`src/rtl/scp_pkg.sv`:
```
// Package: shared constants, header layout and per-address length table
// for the serial configuration receiver.
package scp_pkg;
    localparam int ID_W    = 5;
    localparam int ADDR_W  = 5;
    localparam int OP_W    = 3;
    localparam int HDR_W   = ID_W + ADDR_W + OP_W;
    localparam int MAX_LEN = 128;
    localparam int CNT_W   = 8;
    localparam int NREG    = 6;

    localparam logic [OP_W-1:0] OP_WRITE   = 3'd1;
    localparam logic [OP_W-1:0] OP_READ    = 3'd2;
    localparam logic [OP_W-1:0] OP_SET     = 3'd3;
    localparam logic [OP_W-1:0] OP_CLEAR   = 3'd4;
    localparam logic [OP_W-1:0] OP_DEFAULT = 3'd5;

    localparam logic [ADDR_W-1:0] A_SHAPE  = 5'd1;
    localparam logic [ADDR_W-1:0] A_KILL   = 5'd2;
    localparam logic [ADDR_W-1:0] A_INJ    = 5'd3;
    localparam logic [ADDR_W-1:0] A_LANES  = 5'd4;
    localparam logic [ADDR_W-1:0] A_CTRL   = 5'd5;
    localparam logic [ADDR_W-1:0] A_RSTCMD = 5'd6;

    typedef struct packed {
        logic [ID_W-1:0]   id;
        logic [ADDR_W-1:0] addr;
        logic [OP_W-1:0]   op;
    } hdr_t;

    // Payload length in bits for an address; 0 marks an unassigned address.
    function automatic logic [CNT_W-1:0] reg_len(input logic [ADDR_W-1:0] a);
        case (a)
            A_SHAPE, A_LANES, A_RSTCMD: reg_len = 8'd2;
            A_CTRL:                     reg_len = 8'd8;
            A_KILL, A_INJ:              reg_len = 8'd128;
            default:                    reg_len = 8'd0;
        endcase
    endfunction
endpackage

```
`src/rtl/scp_frame_rx.sv`:
```
// Module: scp_frame_rx
// Counts bits within a frame, shifts in the 13-bit header and then the
// payload, and flags the edge that completes the header and the edge that
// completes the payload of the addressed register.
// Assumes: frame_en is low between commands for at least one clock edge.
module scp_frame_rx
    import scp_pkg::*;
(
    input  logic               clk,
    input  logic               rst_n,
    input  logic               frame_en,
    input  logic               sdi,
    output hdr_t               hdr,
    output hdr_t               hdr_next,
    output logic               hdr_stb,
    output logic [MAX_LEN-1:0] pay_next,
    output logic               pay_stb
);
    localparam logic [CNT_W-1:0] CNT_MAX  = '1;
    localparam logic [CNT_W-1:0] HDR_CNT  = CNT_W'(HDR_W);
    localparam logic [CNT_W-1:0] HDR_LAST = CNT_W'(HDR_W - 1);

    logic [CNT_W-1:0]   cnt;
    logic [HDR_W-1:0]   hdr_sr;
    logic [MAX_LEN-1:0] pay_sr;
    logic [CNT_W-1:0]   len;
    logic [CNT_W-1:0]   pay_last;

    // Bit position within the frame, saturating, cleared outside a frame.
    always_ff @(posedge clk) begin
        if (!rst_n || !frame_en) cnt <= '0;
        else if (cnt != CNT_MAX) cnt <= cnt + 1'b1;
    end

    // Header shift register, frozen once 13 bits are in.
    always_ff @(posedge clk) begin
        if (!rst_n) hdr_sr <= '0;
        else if (frame_en && cnt < HDR_CNT) hdr_sr <= {hdr_sr[HDR_W-2:0], sdi};
    end

    // Payload shift register, fed by every bit after the header.
    always_ff @(posedge clk) begin
        if (!rst_n) pay_sr <= '0;
        else if (frame_en && cnt >= HDR_CNT) pay_sr <= {pay_sr[MAX_LEN-2:0], sdi};
    end

    // Strobes and the values the current edge is about to capture.
    always_comb begin
        hdr      = hdr_t'(hdr_sr);
        hdr_next = hdr_t'({hdr_sr[HDR_W-2:0], sdi});
        hdr_stb  = frame_en && (cnt == HDR_LAST);
        pay_next = {pay_sr[MAX_LEN-2:0], sdi};
        len      = reg_len(hdr.addr);
        pay_last = HDR_CNT + len - 1'b1;
        pay_stb  = frame_en && (len != '0) && (cnt >= HDR_CNT) && (cnt == pay_last);
    end

    a_r1_cnt_realign: assert property (@(posedge clk) disable iff (!rst_n)
        !frame_en |=> cnt == '0);
    a_r1_hdr_frozen: assert property (@(posedge clk) disable iff (!rst_n)
        (frame_en && cnt >= HDR_CNT) |=> $stable(hdr_sr));
endmodule

```
`src/rtl/scp_cfg_reg.sv`:
```
// Module: scp_cfg_reg
// One configuration register of parameterised width with write, set-all,
// clear-all and load-preset controls. Reset loads the preset.
// Assumes: at most one control is active in a cycle.
module scp_cfg_reg #(
    parameter int           W   = 8,
    parameter logic [W-1:0] DEF = '0
) (
    input  logic         clk,
    input  logic         rst_n,
    input  logic         wr_en,
    input  logic [W-1:0] wr_data,
    input  logic         set_en,
    input  logic         clr_en,
    input  logic         def_en,
    output logic [W-1:0] q
);
    // Register update by priority of the control strobes.
    always_ff @(posedge clk) begin
        if (!rst_n || def_en) q <= DEF;
        else if (wr_en)       q <= wr_data;
        else if (set_en)      q <= '1;
        else if (clr_en)      q <= '0;
    end

    a_r3_single_ctrl: assert property (@(posedge clk) disable iff (!rst_n)
        $onehot0({wr_en, set_en, clr_en, def_en}));
    a_r5_set_ones: assert property (@(posedge clk) disable iff (!rst_n)
        set_en |=> q == '1);
    a_r6_clear_zeros: assert property (@(posedge clk) disable iff (!rst_n)
        clr_en |=> q == '0);
    a_r7_preset: assert property (@(posedge clk) disable iff (!rst_n)
        def_en |=> q == DEF);
    a_r2_hold_idle: assert property (@(posedge clk) disable iff (!rst_n)
        !(wr_en || set_en || clr_en || def_en) |=> $stable(q));
endmodule

```
`src/rtl/scp_readback.sv`:
```
// Module: scp_readback
// Loads a left-aligned register image on the header edge of a read, then
// shifts it out MSB first; sdo is updated on falling clock edges and is 0
// whenever no bits remain.
// Assumes: load_len is at most MAX_LEN.
module scp_readback
    import scp_pkg::*;
(
    input  logic               clk,
    input  logic               rst_n,
    input  logic               frame_en,
    input  logic               load,
    input  logic [MAX_LEN-1:0] load_word,
    input  logic [CNT_W-1:0]   load_len,
    output logic               sdo
);
    logic [MAX_LEN-1:0] sr;
    logic [CNT_W-1:0]   left;

    // Readback shift register and remaining-bit counter.
    always_ff @(posedge clk) begin
        if (!rst_n || !frame_en) begin
            left <= '0;
        end else if (load) begin
            sr   <= load_word;
            left <= load_len;
        end else if (left != '0) begin
            sr   <= sr << 1;
            left <= left - 1'b1;
        end
    end

    // Output bit launched on the falling edge.
    always_ff @(negedge clk) begin
        if (!rst_n) sdo <= 1'b0;
        else        sdo <= (left != '0) ? sr[MAX_LEN-1] : 1'b0;
    end

    a_r4_quiet_idle: assert property (@(posedge clk) disable iff (!rst_n)
        (left == '0) |-> sdo == 1'b0);
    a_r4_nonempty_load: assert property (@(posedge clk) disable iff (!rst_n)
        load |-> load_len != '0);
endmodule

```
`src/rtl/scp_prog_if.sv`:
```
// Module: scp_prog_if (top)
// Serial configuration receiver: matches the header id against the strap,
// decodes address and operation, drives the register strobes, the readback
// path and the reset-command pulses.
// Assumes: chip_id is static; clk is the serial clock.
module scp_prog_if
    import scp_pkg::*;
#(
    parameter logic [1:0]         SHAPE_DEF = 2'b10,
    parameter logic [1:0]         LANES_DEF = 2'b01,
    parameter logic [7:0]         CTRL_DEF  = 8'h04,
    parameter logic [MAX_LEN-1:0] KILL_DEF  = '0,
    parameter logic [MAX_LEN-1:0] INJ_DEF   = '0
) (
    input  logic               clk,
    input  logic               rst_n,
    input  logic               frame_en,
    input  logic               sdi,
    input  logic [ID_W-1:0]    chip_id,
    output logic               sdo,
    output logic [1:0]         shape_sel,
    output logic [1:0]         lane_sel,
    output logic [7:0]         run_ctrl,
    output logic [MAX_LEN-1:0] kill_mask,
    output logic [MAX_LEN-1:0] inject_mask,
    output logic [2:0]         rst_pulse
);
    hdr_t               hdr, hdr_next;
    logic               hdr_stb, pay_stb;
    logic [MAX_LEN-1:0] pay_next;
    logic               hdr_ok, wr_hit, rd_load;
    logic [NREG-1:0]    wr_sel, set_sel, clr_sel, def_sel;
    logic [MAX_LEN-1:0] rd_word;

    scp_frame_rx u_rx (
        .clk(clk), .rst_n(rst_n), .frame_en(frame_en), .sdi(sdi),
        .hdr(hdr), .hdr_next(hdr_next), .hdr_stb(hdr_stb),
        .pay_next(pay_next), .pay_stb(pay_stb)
    );

    // Per-address strobes; index i serves address i+1.
    always_comb begin
        hdr_ok = hdr_stb && (hdr_next.id == chip_id);
        wr_hit = pay_stb && (hdr.id == chip_id) && (hdr.op == OP_WRITE);
        for (int i = 0; i < NREG; i++) begin
            wr_sel[i]  = wr_hit && (hdr.addr == ADDR_W'(i + 1));
            set_sel[i] = hdr_ok && (hdr_next.op == OP_SET)
                         && (hdr_next.addr == ADDR_W'(i + 1)) && (ADDR_W'(i + 1) != A_RSTCMD);
            clr_sel[i] = hdr_ok && (hdr_next.op == OP_CLEAR)
                         && (hdr_next.addr == ADDR_W'(i + 1)) && (ADDR_W'(i + 1) != A_RSTCMD);
            def_sel[i] = hdr_ok && (hdr_next.op == OP_DEFAULT)
                         && (hdr_next.addr == ADDR_W'(i + 1)) && (ADDR_W'(i + 1) != A_RSTCMD);
        end
        rd_load = hdr_ok && (hdr_next.op == OP_READ) && (reg_len(hdr_next.addr) != '0);
    end

    scp_cfg_reg #(.W(2), .DEF(SHAPE_DEF)) u_shape (
        .clk(clk), .rst_n(rst_n), .wr_en(wr_sel[0]), .wr_data(pay_next[1:0]),
        .set_en(set_sel[0]), .clr_en(clr_sel[0]), .def_en(def_sel[0]), .q(shape_sel)
    );
    scp_cfg_reg #(.W(MAX_LEN), .DEF(KILL_DEF)) u_kill (
        .clk(clk), .rst_n(rst_n), .wr_en(wr_sel[1]), .wr_data(pay_next),
        .set_en(set_sel[1]), .clr_en(clr_sel[1]), .def_en(def_sel[1]), .q(kill_mask)
    );
    scp_cfg_reg #(.W(MAX_LEN), .DEF(INJ_DEF)) u_inject (
        .clk(clk), .rst_n(rst_n), .wr_en(wr_sel[2]), .wr_data(pay_next),
        .set_en(set_sel[2]), .clr_en(clr_sel[2]), .def_en(def_sel[2]), .q(inject_mask)
    );
    scp_cfg_reg #(.W(2), .DEF(LANES_DEF)) u_lanes (
        .clk(clk), .rst_n(rst_n), .wr_en(wr_sel[3]), .wr_data(pay_next[1:0]),
        .set_en(set_sel[3]), .clr_en(clr_sel[3]), .def_en(def_sel[3]), .q(lane_sel)
    );
    scp_cfg_reg #(.W(8), .DEF(CTRL_DEF)) u_ctrl (
        .clk(clk), .rst_n(rst_n), .wr_en(wr_sel[4]), .wr_data(pay_next[7:0]),
        .set_en(set_sel[4]), .clr_en(clr_sel[4]), .def_en(def_sel[4]), .q(run_ctrl)
    );

    // Left-aligned image of the register named by the incoming header.
    always_comb begin
        case (hdr_next.addr)
            A_SHAPE: rd_word = {shape_sel, {(MAX_LEN-2){1'b0}}};
            A_LANES: rd_word = {lane_sel,  {(MAX_LEN-2){1'b0}}};
            A_CTRL:  rd_word = {run_ctrl,  {(MAX_LEN-8){1'b0}}};
            A_KILL:  rd_word = kill_mask;
            A_INJ:   rd_word = inject_mask;
            default: rd_word = '0;
        endcase
    end

    scp_readback u_rb (
        .clk(clk), .rst_n(rst_n), .frame_en(frame_en), .load(rd_load),
        .load_word(rd_word), .load_len(reg_len(hdr_next.addr)), .sdo(sdo)
    );

    // Reset-command pulses, one clock long, decoded from the 2-bit code.
    always_ff @(posedge clk) begin
        if (!rst_n || !wr_sel[5]) begin
            rst_pulse <= '0;
        end else begin
            case (pay_next[1:0])
                2'd1:    rst_pulse <= 3'b001;
                2'd2:    rst_pulse <= 3'b010;
                2'd3:    rst_pulse <= 3'b100;
                default: rst_pulse <= 3'b000;
            endcase
        end
    end

    a_r9_pulse_single: assert property (@(posedge clk) disable iff (!rst_n)
        (rst_pulse != '0) |=> rst_pulse == '0);
    a_r9_pulse_onehot: assert property (@(posedge clk) disable iff (!rst_n)
        $onehot0(rst_pulse));
    a_r2_foreign_hold: assert property (@(posedge clk) disable iff (!rst_n)
        (hdr_stb && hdr_next.id != chip_id) |=>
            ($stable(shape_sel) && $stable(lane_sel) && $stable(run_ctrl)
             && $stable(kill_mask) && $stable(inject_mask)));
    a_r8_unassigned_hold: assert property (@(posedge clk) disable iff (!rst_n)
        (hdr_stb && (reg_len(hdr_next.addr) == '0 || hdr_next.op == 3'd0 || hdr_next.op > OP_DEFAULT)) |=>
            ($stable(shape_sel) && $stable(lane_sel) && $stable(run_ctrl)
             && $stable(kill_mask) && $stable(inject_mask)));
endmodule

```
`config.mk`:
```
export PLATFORM = sky130hd
export DESIGN_NAME = scp_prog_if
export DESIGN_NICKNAME = d
export VERILOG_FILES = /design/src/rtl/scp_pkg.sv /design/src/rtl/scp_frame_rx.sv /design/src/rtl/scp_cfg_reg.sv /design/src/rtl/scp_readback.sv /design/src/rtl/scp_prog_if.sv
export SDC_FILE = /design/constraint.sdc
export NUM_CORES = 1
export LEC_CHECK = 0
export ABC_AREA = 1
export BUFFER_PORTS_ARGS = -buffer_cell sky130_fd_sc_hd__buf_2
export CAP_MARGIN = 15
export CORE_ASPECT_RATIO = 0.8
export CORE_MARGIN = 2
export CORE_UTILIZATION = 50
export CTS_CLUSTER_SIZE = 10
export DETAILED_ROUTE_END_ITERATION = 8
export PLACE_DENSITY = 0.72
export SYNTH_ARGS = -nofsm -noshare
export SYNTH_HDL_FRONTEND = slang
export SYNTH_SLANG_ARGS = --single-unit
```
`constraint.sdc`:
```
create_clock -name clk -period 23.7 [get_ports clk]
set_input_delay 1.185 -clock clk [delete_from_list [all_inputs] [get_ports clk]]
set_output_delay 1.185 -clock clk [all_outputs]
set_load 0.03 [all_outputs]
```
# Word-level counts from Yosys, hierarchy flattened
# Cells that the tools add are included.
[classes]
n_lt_le_gt_ge = 2
add_sub_neg = 4
eq_ne = 25
bitwise_logic = 1
muxes = 23
n_reduce_logical = 60
[ops]
columns = ["op", "count"]
rows = [
  ["2-to-1 mux 128 bit", 8],
  ["one-hot mux 128 bit (5 select lines)", 1],
  ["one-hot mux 8 bit (3 select lines)", 2],
  ["2-to-1 mux 8 bit", 5],
  ["logical AND 1 bit", 35],
  ["== test 5 x 3 -> 1 bit (second input constant)", 6],
  ["nonzero test 8 bit", 3],
  ["== test 5 x 2 -> 1 bit (second input constant)", 4],
  ["subtractor 8 x 1 -> 8 bit (second input constant)", 2],
  ["nonzero test 3 bit", 5],
  ["2-to-1 mux 2 bit", 6],
  ["== test 5 x 1 -> 1 bit (second input constant)", 2],
  ["== test 5 bit", 2],
  ["one-hot mux 3 bit (3 select lines)", 1],
  ["adder 4 x 8 -> 8 bit (first input constant)", 1],
  ["adder 8 x 1 -> 8 bit (second input constant)", 1],
  ["== test 8 x 4 -> 1 bit (second input constant)", 1],
  ["== test 8 bit", 1],
  [">= comparator 8 x 4 -> 1 bit (second input constant)", 1],
  ["< comparator 8 x 4 -> 1 bit (second input constant)", 1],
  ["!= test 8 bit (second input constant)", 1],
  ["logical OR 1 bit", 7],
  ["== test 3 x 2 -> 1 bit (second input constant)", 2],
  ["== test 3 bit (second input constant)", 2],
  ["other kinds (9)", 15],
]
[totals]
reg_bits = 556
input_bits = 9
output_inout_bits = 272
elab_cells = 127

# Depth between registers and ports, before layout
[logic_depth]
depth_word = 12
mapped_depth = 17

# Cells and area by module
# Synthesis repeated with hierarchy kept, for this count alone.
[hier_totals]
cells_unflattened = 3413
hier_area_um2 = 25993.7
[by_module_without_submodules]
columns = ["mod", "n_inst", "area_per_inst_um2", "cells_per_inst", "seq_area_each_um2"]
rows = [
  ["scp_cfg_reg (u_inject ...)", 2, 5901.9, 844, 2562.5],
  ["scp_readback", 1, 5945.7, 615, 4023.9],
  ["scp_frame_rx", 1, 5500.3, 712, 2962.8],
  ["scp_prog_if", 1, 2140.8, 310, 60.1],
  ["scp_cfg_reg (u_ctrl)", 1, 386.6, 54, 160.2],
  ["scp_cfg_reg (u_lanes)", 1, 110.1, 17, 40.0],
  ["scp_cfg_reg (u_shape)", 1, 106.4, 17, 40.0],
]

==> metrics <==
post-cts resize count 0; Multi-input gate area 11100 µm²; # Post-CTS Setup Buffers 0; post-synthesis sequential area ratio 0.477; Max VDD drop 0.0563 mV; RSZ-0062 raised after global routing no; WL per Instance 19.1 µm; Initial Utilization 0.508; post-route ant nets 0; Final Hold Fails 0; max-slew violation count 0; status finished, final reports clean; FFs w/ async S/R, synth 0; Area Growth Syn to Fin 11.6%; ranking of synthesized cells by area dfxtp_1 (33%), edfxtp_1 (15%), nand2_1 (8.6%), nand3_1 (7.8%), nand4_1 (6.8%); post-synthesis xor/xnor area fraction 0.00168; die area 53900 µm²; first-pass GRT wire length 127 mm; CTS Sinks 556; Crit path max-delay family flip-flops; largest area contributor in the synthesized netlist dfxtp_1; worst slew pin tran 1.25 ns; initial antenna violation count 0; critical path launch point u_rb.sdo$_SDFF_NN0_; final core utilization 0.567; Clock transition at path regs 0.06 ns; predominant post-synthesis flop cell dfxtp_1; adder-cell share of the synthesized area 0.00289; num ports 281; sequential power share 0.507; All-Layer GR Usage 0.289; CP max FO 1; largest net degree at the start of global routing 184; post-synthesis mux area share 0; Net Sw Power 440 µW; Filler cells 4796; CTS Hold Bufs 0; reg2reg end u_rb.sdo$_SDFF_NN0_; worst setup margin 9.54 ns; RD Place Congestion 0.847; largest family of logic cells by synthesized area simple AND/OR/NAND/NOR gates; worst slack, placed 10.19 ns; Die H 208 µm; WL final 80.2 mm; core area 51200 µm²; CP Data Arrival Time 12.98 ns; Pre-antenna DRT Iters 6; final setup vio count 0; post-DP HPWL 44.5 mm; worst path required time 22.51 ns; post-synthesis compound-gate area fraction 0.136; DRC 0; Clock power frac 0.458; Initial DRC Count 3053; Crit path largest cell delay 0.29 ns; P_int 1470 µW; # rows 74; hold path cells 2; FF-to-FF path depth 5; Hold Path End u_rx.hdr[12]$_SDFFE_PN0P_; H-tree lvl count 2; Avg Cell Area, Syn 7.62 µm²; TritonCTS clock tree yes; cells along the critical path buf_2; Root Buffer clkbuf_16; Num CTS Buffers 61; register area 12400 µm²; CP max stage cell dfxtp_1; CP Buf/Inv Count 1; ANT cells 0; Synth Area in Simple Gates 0.283; slew margin rel. 0.168; vias after detailed routing 24.9k; Crit Path Class register to primary output; Setup crit end kind primary output; Buffers on Ports 280; power per cell area 65.8 nW/µm²; Post-Synthesis Cell Area 26000 µm²; vias in the first global route 22.2k; Longest Clk Path Bufs 3; register bit total from synthesis 556; Routed met2 length 34.3 mm; Switching Share 0.231; logic gate share of total power 0.035; vias per cell 5.93; Startpoint Class register; DRT met1 WL 35.5 mm; flop2flop setup slack 10.56 ns; Top Layer Used met4; wire length on met3 8.44 mm; Worst Clk Skew 0.0317 ns; EDFF count, synth 128; total grt overflow 0; worst hold path type register to register; min-delay src u_rx.hdr[12]$_SDFFE_PN0P_; Worst-Skew Late Latency 0.63 ns; syn_nets 3429; Max Cap Viol 0; Mapped Cells 3414; die width 259 µm; Setup TNS 0 ns; Synth warnings 0; Yosys cell types 40; Leakage 0.0131 µW; nets 3492; worst reg2reg path startpoint u_rb.left[0]$_SDFFE_PP0P_; Synth top area share 0.329; layout cells sized above 1 0.118
## metrics by stage
stage | power, µW | cell area (µm²) | hold WS (ns) | cells
3_5_place_dp | 1050 | 27300 | 0.462 | 4098
2_1_floorplan | 1040 | 26000 | 0.444 | 3414
6_report | 1910 | 29000 | 0.468 | 4206
4_1_cts | 1920 | 29000 | 0.471 | 4206
3_3_place_gp | 1050 | 27300 | 0.462 | 4098
5_1_grt | 1970 | 29000 | 0.504 | 4206
## routing by layer
layer / GRT usage / vias up
li1: - / 11700
met1: 0.427 / 11600
met2: 0.422 / 1400
met3: 0.0598 / 141
met4: 0.0869 / 0
met5: 0 / -
## sequential cells by signal (all words and copies together), names as in the netlist
name,cells
u_rb.sr,128
u_shape.q,2
u_rb.left,8
u_rx.pay_sr,127
u_ctrl.q,8
u_rx.hdr,13
u_kill.q,128
u_lanes.q,2
u_rb.sdo,1
u_inject.q,128
rst_pulse,3
u_rx.cnt,8
## cell type report
class	instances	area share
sequential	556	0.428
multi-input combinational	2214	0.382
clock buffer	105	0.0598
timing repair buffer	316	0.0577
inverter	327	0.0426
tap	684	0.0295
clock inverter	4	0.00116
## cell usage in the layout (no fill, tap or decap), drive strengths merged
| master | count |
|---|---|
| a22o | 119 |
| nor2 | 300 |
| nand3 | 408 |
| or2 | 1 |
| buf | 316 |
| a221oi | 1 |
| nand3b | 2 |
| inv | 329 |
| a311oi | 1 |
| edfxtp | 128 |
| clkbuf | 105 |
| ha | 6 |
| nor3b | 2 |
| o31ai | 2 |
| nand4 | 283 |
| xnor2 | 3 |
| a32o | 6 |
| and2 | 2 |
| clkinv | 1 |
| o21ai | 163 |
| o211ai | 3 |
| a21oi | 299 |
| bufinv | 1 |
| a31oi | 3 |
| xor2 | 2 |
| nand2 | 601 |
| a22oi | 1 |
| dfxtp | 428 |
| nor3 | 6 |
## power by group through the flow
stage	registers, µW	logic [µW]	clock network [µW]
floorplan	988	47.6	0.528
global placement	989	65.1	0.528
detailed placement	989	65.1	0.528
CTS	969	65.3	884
global route	968	71.7	926
finish	969	67.2	874
## worst reg2reg max path: stages (launching register included)
cell,delay [ns]
dfxtp_1,0.31
inv_1,0.12
ha_1,0.16
nand3_1,0.07
nor2_1,0.41
nor2_1,0.11
## logic make-up after synthesis
kind of cell               count (synthesis)
DFF                                      556
buffers and inverters                    644
AOI/OAI and AO/OA                        598
xor gates and xnor gates                   5
and+or+nand+nor                         1605
adders and majority gates                  6
## worst max-delay path by stage
stage,to,cells past startpoint
4_1_cts,sdo,1
3_5_place_dp,sdo,1
2_1_floorplan,u_rb.sdo$_SDFF_NN0_,4
6_report,sdo,1
5_1_grt,sdo,1
3_3_place_gp,sdo,1
## cells in the mapped netlist, types with 6 or more instances
| library cell | count |
|---|---|
| a22o_1 | 119 |
| nor2_1 | 292 |
| inv_1 | 318 |
| ha_1 | 6 |
| inv_2 | 8 |
| nand3_1 | 406 |
| clkbuf_1 | 149 |
| nand4_1 | 283 |
| dfxtp_1 | 428 |
| nand2_1 | 598 |
| edfxtp_1 | 128 |
| nor3_1 | 6 |
| buf_1 | 40 |
| o21ai_0 | 160 |
| buf_4 | 11 |
| buf_2 | 116 |
| a21oi_1 | 298 |
| nor2_4 | 6 |
| a32o_1 | 6 |
Note: power is estimated with default switching activity, not from simulation.
